--- config.mk ---
export PLATFORM = sky130hd
export DESIGN_NAME = sector_run_ctrl
export DESIGN_NICKNAME = d
export VERILOG_FILES = /design/src/rtl/sr_pkg.sv /design/src/rtl/sr_pulse_sync.sv /design/src/rtl/sr_arm_ctrl.sv /design/src/rtl/sr_status_reg.sv /design/src/rtl/sector_run_ctrl.sv
export SDC_FILE = /design/constraint.sdc
export NUM_CORES = 1
export LEC_CHECK = 0
export BUFFER_PORTS_ARGS = -buffer_cell sky130_fd_sc_hd__buf_4
export CORE_AREA = 2 2 39 41
export DETAILED_ROUTE_END_ITERATION = 7
export DIE_AREA = 0 0 41 43
export GPL_TIMING_DRIVEN = 0
export PLACE_DENSITY = 0.61
export SLEW_MARGIN = 15
export SYNTH_ARGS = -nofsm -noshare
export SYNTH_HDL_FRONTEND = slang
export SYNTH_HIERARCHICAL = 1
export SYNTH_SLANG_ARGS = --single-unit
--- constraint.sdc ---
create_clock -name clk -period 1.7 [get_ports clk]
set_input_delay 0.255 -clock clk [delete_from_list [all_inputs] [get_ports clk]]
set_output_delay 0.255 -clock clk [all_outputs]
set_load 0.01 [all_outputs]
--- src/rtl/sr_pkg.sv ---
package sr_pkg;
  typedef enum logic [1:0] {
    ARM_IDLE = 2'd0,
    ARM_ACQ  = 2'd1,
    ARM_RUN  = 2'd2
  } arm_state_t;
endpackage

--- src/rtl/sr_pulse_sync.sv ---
module sr_pulse_sync #(
  parameter int STAGES = 2
) (
  input  logic clk,
  input  logic rst,
  input  logic async_in,
  output logic evt
);
  localparam int LAST = STAGES - 1;

  logic [STAGES-1:0] chain;
  logic              prev;

  always_ff @(posedge clk) begin
    if (rst) begin
      chain <= '0;
      prev  <= 1'b0;
    end else begin
      chain[0] <= async_in;
      for (int i = 1; i < STAGES; i++) begin
        chain[i] <= chain[i-1];
      end
      prev <= chain[LAST];
    end
  end

  assign evt = chain[LAST] & ~prev;
endmodule

--- src/rtl/sr_arm_ctrl.sv ---
module sr_arm_ctrl
  import sr_pkg::*;
(
  input  logic clk,
  input  logic rst,
  input  logic evt,
  input  logic match,
  input  logic stop,
  output logic acq,
  output logic run,
  output logic run_nxt,
  output logic load
);
  arm_state_t st, nxt;

  always_comb begin
    nxt = st;
    case (st)
      ARM_IDLE: if (evt && match) nxt = ARM_ACQ;
      ARM_ACQ:  if (evt)          nxt = ARM_RUN;
      ARM_RUN:                    nxt = ARM_RUN;
      default:                    nxt = ARM_IDLE;
    endcase
    if (stop) nxt = ARM_IDLE;
  end

  always_ff @(posedge clk) begin
    if (rst) begin
      st   <= ARM_IDLE;
      load <= 1'b0;
    end else begin
      st   <= nxt;
      load <= (st == ARM_ACQ) && (nxt == ARM_RUN);
    end
  end

  assign acq     = (st != ARM_IDLE);
  assign run     = (st == ARM_RUN);
  assign run_nxt = (nxt == ARM_RUN);
endmodule

--- src/rtl/sr_status_reg.sv ---
module sr_status_reg #(
  parameter int W        = 16,
  parameter int BUSY_POS = 0,
  parameter int ACQ_POS  = 5
) (
  input  logic         clk,
  input  logic         rst,
  input  logic         rd,
  input  logic         run,
  input  logic         ctl,
  input  logic         acq,
  output logic [W-1:0] word
);
  logic [W-1:0] snap;

  always_comb begin
    snap           = '0;
    snap[BUSY_POS] = run | ctl;
    snap[ACQ_POS]  = acq;
  end

  always_ff @(posedge clk) begin
    if (rst)     word <= '0;
    else if (rd) word <= snap;
  end
endmodule

--- src/rtl/sector_run_ctrl.sv ---
module sector_run_ctrl #(
  parameter int SYNC_STAGES = 2,
  parameter int STAT_W      = 16,
  parameter int BUSY_POS    = 0,
  parameter int ACQ_POS     = 5
) (
  input  logic              clk,
  input  logic              rst,
  input  logic              sect_pulse,
  input  logic              sect_match,
  input  logic              dir_write,
  input  logic              trk_protect,
  input  logic              ctl_bit,
  input  logic              stat_rd,
  input  logic              stop_clr,
  output logic              run_flag,
  output logic              load_first,
  output logic              wr_en,
  output logic [STAT_W-1:0] stat_word
);
  logic sp_evt;
  logic acq_flag;
  logic run_next;

  sr_pulse_sync #(.STAGES(SYNC_STAGES)) u_sync (
    .clk(clk), .rst(rst), .async_in(sect_pulse), .evt(sp_evt)
  );

  sr_arm_ctrl u_arm (
    .clk(clk), .rst(rst), .evt(sp_evt), .match(sect_match), .stop(stop_clr),
    .acq(acq_flag), .run(run_flag), .run_nxt(run_next), .load(load_first)
  );

  always_ff @(posedge clk) begin
    if (rst) wr_en <= 1'b0;
    else     wr_en <= run_next & dir_write & ~trk_protect;
  end

  sr_status_reg #(.W(STAT_W), .BUSY_POS(BUSY_POS), .ACQ_POS(ACQ_POS)) u_stat (
    .clk(clk), .rst(rst), .rd(stat_rd), .run(run_flag), .ctl(ctl_bit),
    .acq(acq_flag), .word(stat_word)
  );
endmodule

* Yosys cells after proc, flatten, opt, wreduce, memory -nomap -nowiden
Index checks and enable logic that the tools add are counted.
Widths: inputs -> output; s select.
** Storage, ports and cells
- Flip-flop bits (word level) :: 9
- Output and inout port bits :: 19
- Word-level logic and storage cells :: 23
- Input bits :: 9
** Cells by class
- Bitwise operators :: 6
- Equal/unequal tests :: 3
- Mux-type cells :: 4
- Reductions and logical operators :: 4
** Operator list (number)
- $mux 2 :: 3
- $pmux 2 s3 :: 1
- $eq 2x2->1 const B :: 2
- $and 1x1->1 :: 3
- $eq 2x1->1 const B :: 1
- $logic_and 1x1->1 :: 2
- $logic_not 2->1 :: 1
- $not 1->1 :: 2
- $reduce_bool 2->1 :: 1
- $or 1x1->1 :: 1

* Depth between registers and ports, before layout
- Depth in word-level cells :: 9
- Mapped depth :: 4
- Mapped depth without buffers :: 4

* Hierarchy
The synthesis kept the hierarchy.
** By module, submodules not included
- sr_status_reg :: cells each 22, area each 177.7 µm², times used 1
- sr_arm_ctrl :: cells each 13, area each 130.1 µm², times used 1
- sr_pulse_sync :: cells each 7, area each 87.6 µm², times used 1
- sector_run_ctrl :: cells each 2, area each 32.5 µm², times used 1

* Least setup slack after synthesis
Ideal clock, no wire load.
- Kind :: reg-to-reg
- From :: register u_sync.chain[1]
- To :: register u_arm.st[0]
- Slack :: 0.710 ns
- Arrival :: 0.886 ns
- Cell stages (with the launch flop) :: 4
- Data required time :: 1.597 ns
- Clock period less this slack :: 0.990 ns
- Setup time :: 0.103 ns
- Cell sequence :: dfxtp_1 nor2b_2 nand2b_1 a2111oi_2
** Between the ends
- Longest elaborated chain between the ends :: 5
- Elaborated cells on any way between the ends :: 6
- Those cells by class :: 4 x mux; 1 x bitwise; 1 x reduce/logical
** Ends and longest elaborated chain
- start: declaration :: RTL line sr_pulse_sync.sv:11 : logic [STAGES-1:0] chain;
- start signal: indexed assignment :: RTL line sr_pulse_sync.sv:21 : chain[i] <= chain[i-1];
- $and 1x1->1 * :: RTL line sr_pulse_sync.sv:27 : assign evt = chain[LAST] & ~prev;
- net sp_evt :: RTL line sector_run_ctrl.sv:21 : logic sp_evt;
- $logic_and 1x1->1 :: RTL line sr_arm_ctrl.sv:19 : ARM_IDLE: if (evt && match) nxt = ARM_ACQ;
- $mux 2 :: RTL line sr_arm_ctrl.sv:19
- $pmux 2 s3 * :: RTL line sr_arm_ctrl.sv:18 : case (st)
- $mux 2 * :: RTL line sr_arm_ctrl.sv:24 : if (stop) nxt = ARM_IDLE;
- end signal: assignment :: RTL line sr_arm_ctrl.sv:32 : st <= nxt;
- end: declaration :: RTL line sr_arm_ctrl.sv:14 : arm_state_t st, nxt;
The timed path passes the listed nets; every way through them passes the cells marked *.
A chain may end at the register's enable or synchronous reset.

* Worst setup path in the final report
- From :: register u_arm.st[0]
- To :: output run_flag
** Between the ends
- Longest elaborated chain between the ends :: 1
** Ends and longest elaborated chain
- $eq 2x2->1 :: RTL line sr_arm_ctrl.sv:38 : assign run = (st == ARM_RUN);
- end: declaration :: RTL line sector_run_ctrl.sv:16 : output logic run_flag,
No other way between the ends.

==> impl_metrics.yaml <==
cts:
  cts_setup_buffers: 0
  clockBufferDepth: 2
  clkLatencyLatePin_ns: 0.25
  cts_resized: 0
  ctsHtreeMaxLevel: 1
  hold_buffers: 0
  numCtsBuffers: 3
  cts_tree: "done"
  clkSlewWorstSetupHoldPaths_ns: 0.06
  root_buffer: "clkbuf_4"
  cts_sinks: 9
logic_synthesis:
  yosys.area.top_type: "dfxtp_1"
  netlist_instances: 44
  yosys-top-cells-area: "dfxtp_1 (42%), buf_4 (25%), nor2b_1 (4.4%)"
  ys_async_sr_fraction_pct: 0
  yosysTopAreaCellShare_pct: 42.1
  synth_seq_area_share_pct: 42.1
  yosys.cell_count.top_type: "buf_4"
  ys_seq_elements: 9
  synth_cell_types: 16
  ys_dominant_reg_cell: "dfxtp_1"
  synth_warnings: 6
  synth_area_sq_um: 428
  synth_edf_count: 0
  synth_common_cells: "buf_4 (14), dfxtp_1 (9), nor2_1 (3), nor2b_1 (3)"
  syn_area_per_cell_sq_um: 9.73
setup_path:
  cp_max_fo: 5
  ff2ff_path_depth: 4
  cp-end-kind: "output port"
  crit_end: "run_flag"
  crit_chain: "nand2b_1, inv_1, buf_4"
  cp_num_buf_inv: 2
  critical_path.top_delay_family: "flip-flops"
  r2r-end: "wr_en$_SDFF_PP0_"
  crit_slowest_cell: "dfxtp_1"
  r2r-start: "u_sync/chain[1]$_SDFF_PP0_"
  arrival_ns: 0.99
  worstSetupStartpoint: "u_arm/st[0]$_SDFF_PP0_"
  critical_path_depth: 3
  cp.required_ns: 1.44
  cp_slowest_stage_delay_ns: 0.36
  r2r_slack_ns: 0.62
  cp-start-kind: "register"
  crit_type: "reg -> out"
detailed_routing:
  wl_per_cell_microns: 7.18
  detail-route-antenna-nets: 0
  drt_iter0_drc: 3
  vias_per_cell: 3.63
  wl_microns: 646
  drc_errors: 0
  vias: 327
  first_pass_iters: 2
timing:
  hold_viol: 0
  fin_crit_ns: 1.24
  finClkSkew_ns: 0.00322
  fin_crit_sh_pct: 73.0
  max_freq_ghz: 0.806
  fin_tns_setup_ns: 0
  rsz0062_at_grt: "no"
  fin_ws_ns: 0.459
  finalSetupViolCount: 0
  slew_viol_final: 0
die:
  initial_core_util_pct: 30.9
  core_sq_um: 1380
  dieWidth_microns: 41
  die_y_microns: 43
  dieArea_sq_um: 1760
  io_pins: 28
  rows: 14
global_route:
  busiest_layer: "met1"
  track_usage_pct: 9.49
  grt_pass1_vias: 278
  grt_max_degree: 10
  antenna_found_initial: 0
  grtUsageMet3_pct: 4.71
  grt_pass1_wl_microns: 1080
  use_met2_pct: 11.6
  use_met1_pct: 11.8
  overflow: 0
layout:
  layout-drive-gt1-share_pct: 45.9
  design_area_sq_um: 621
  multi_input_area_sq_um: 188
  seq_area_sq_um: 180
  antenna_cells: 0
  nets: 84
  nFillCells: 152
  area_growth_pct: 45.0
placement:
  port_buffers: 13
  place_congestion: 0.639
  post-place-ws_ns: 0.665
  hpwl_microns: 534
  dpl_cell_area_sq_um: 594
worst_hold_path:
  hp-class: "in -> reg"
pwr:
  irDropWorstVdd_v: 0.000390
  total_power_w: 0.000448
  cellPowerDensity_nw_per_um2: 722
  p_leak_nw: 0.326
flow_run:
  drv_cap: 0
outcome:
  outcome: "finished clean"
registers in the layout (all words and copies together) (netlist names):
signal and flops:
u_sync/prev 1, u_stat/word 2, wr_en 1, u_sync/chain 2, u_arm/load 1, u_arm/st 2
worst register-to-register path: cells and delay by family, from the launching register on:
kind,cells,cell delay [ns]
flops,1,0.33
compound gates,1,0.16
simple gates,3,0.53
where the power goes:
| group | internal (W) | switching, W | leakage [nW] |
|---|---|---|---|
| Clock | 0.0000902 | 0.0000700 | 0.0150 |
| Combinational | 0.0000404 | 0.0000292 | 0.237 |
| Sequential | 0.000216 | 0.00000206 | 0.0733 |
cell families after synthesis:
family | after synthesis | share of synthesized area [%]
buffers and inverters | 15 | 25.4
muxes | 1 | 2.34
and+or+nand+nor | 14 | 21.1
DFF | 9 | 42.1
AOI/OAI and AO/OA | 4 | 8.18
other | 1 | 0.876
how the worst min path moves through the flow:
| stage | startpoint | endpoint | depth (start not counted) |
|---|---|---|---|
| floorplan | rst | u_arm/st[0]$_SDFF_PP0_ | 1 |
| global placement | u_sync/chain[0]$_SDFF_PP0_ | u_sync/chain[1]$_SDFF_PP0_ | 1 |
| detailed placement | u_sync/chain[0]$_SDFF_PP0_ | u_sync/chain[1]$_SDFF_PP0_ | 1 |
| CTS | stat_rd | u_stat/word[0]$_SDFFE_PP0P_ | 2 |
| global route | stop_clr | u_arm/st[0]$_SDFF_PP0_ | 2 |
| finish | stat_rd | u_stat/word[0]$_SDFFE_PP0P_ | 2 |
cell usage in the layout (no fill, tap or decap), drive strengths merged:
cell	instances
a21oi	1
and4bb	1
a2111oi	1
nor2	3
conb	14
nor3	1
buf	27
nand3b	2
or2	1
nand2b	2
nor2b	4
a211oi	2
inv	1
clkbuf	4
mux2i	1
dfxtp	9
area by class of cell:
cell class,count,area share (%)
multi-input combinational,33,30.2
sequential,9,29.0
buffer,14,16.9
timing repair buffer,13,15.7
clock buffer,4,4.23
tap,16,3.23
inverter,1,0.605
per-layer routing:
metal / share of wire (%) / up-vias / routed length, microns
met1: 44 / 135 / 287
li1: - / 178 / -
met3: 11 / 0 / 68
met4: 0 / 0 / 0
met5: 0 / - / 0
met2: 45 / 14 / 290
per-stage QoR:
stage                     hold slack, ns  cells  util, %
after floorplan                    0.324     57        -
after global placement             0.417     86     42.9
after detailed placement           0.431     86     42.9
after CTS                          0.185     90     44.8
after global routing               0.191     90     44.8
final                              0.194     90     44.8
Power figures use the tool's default switching activity.
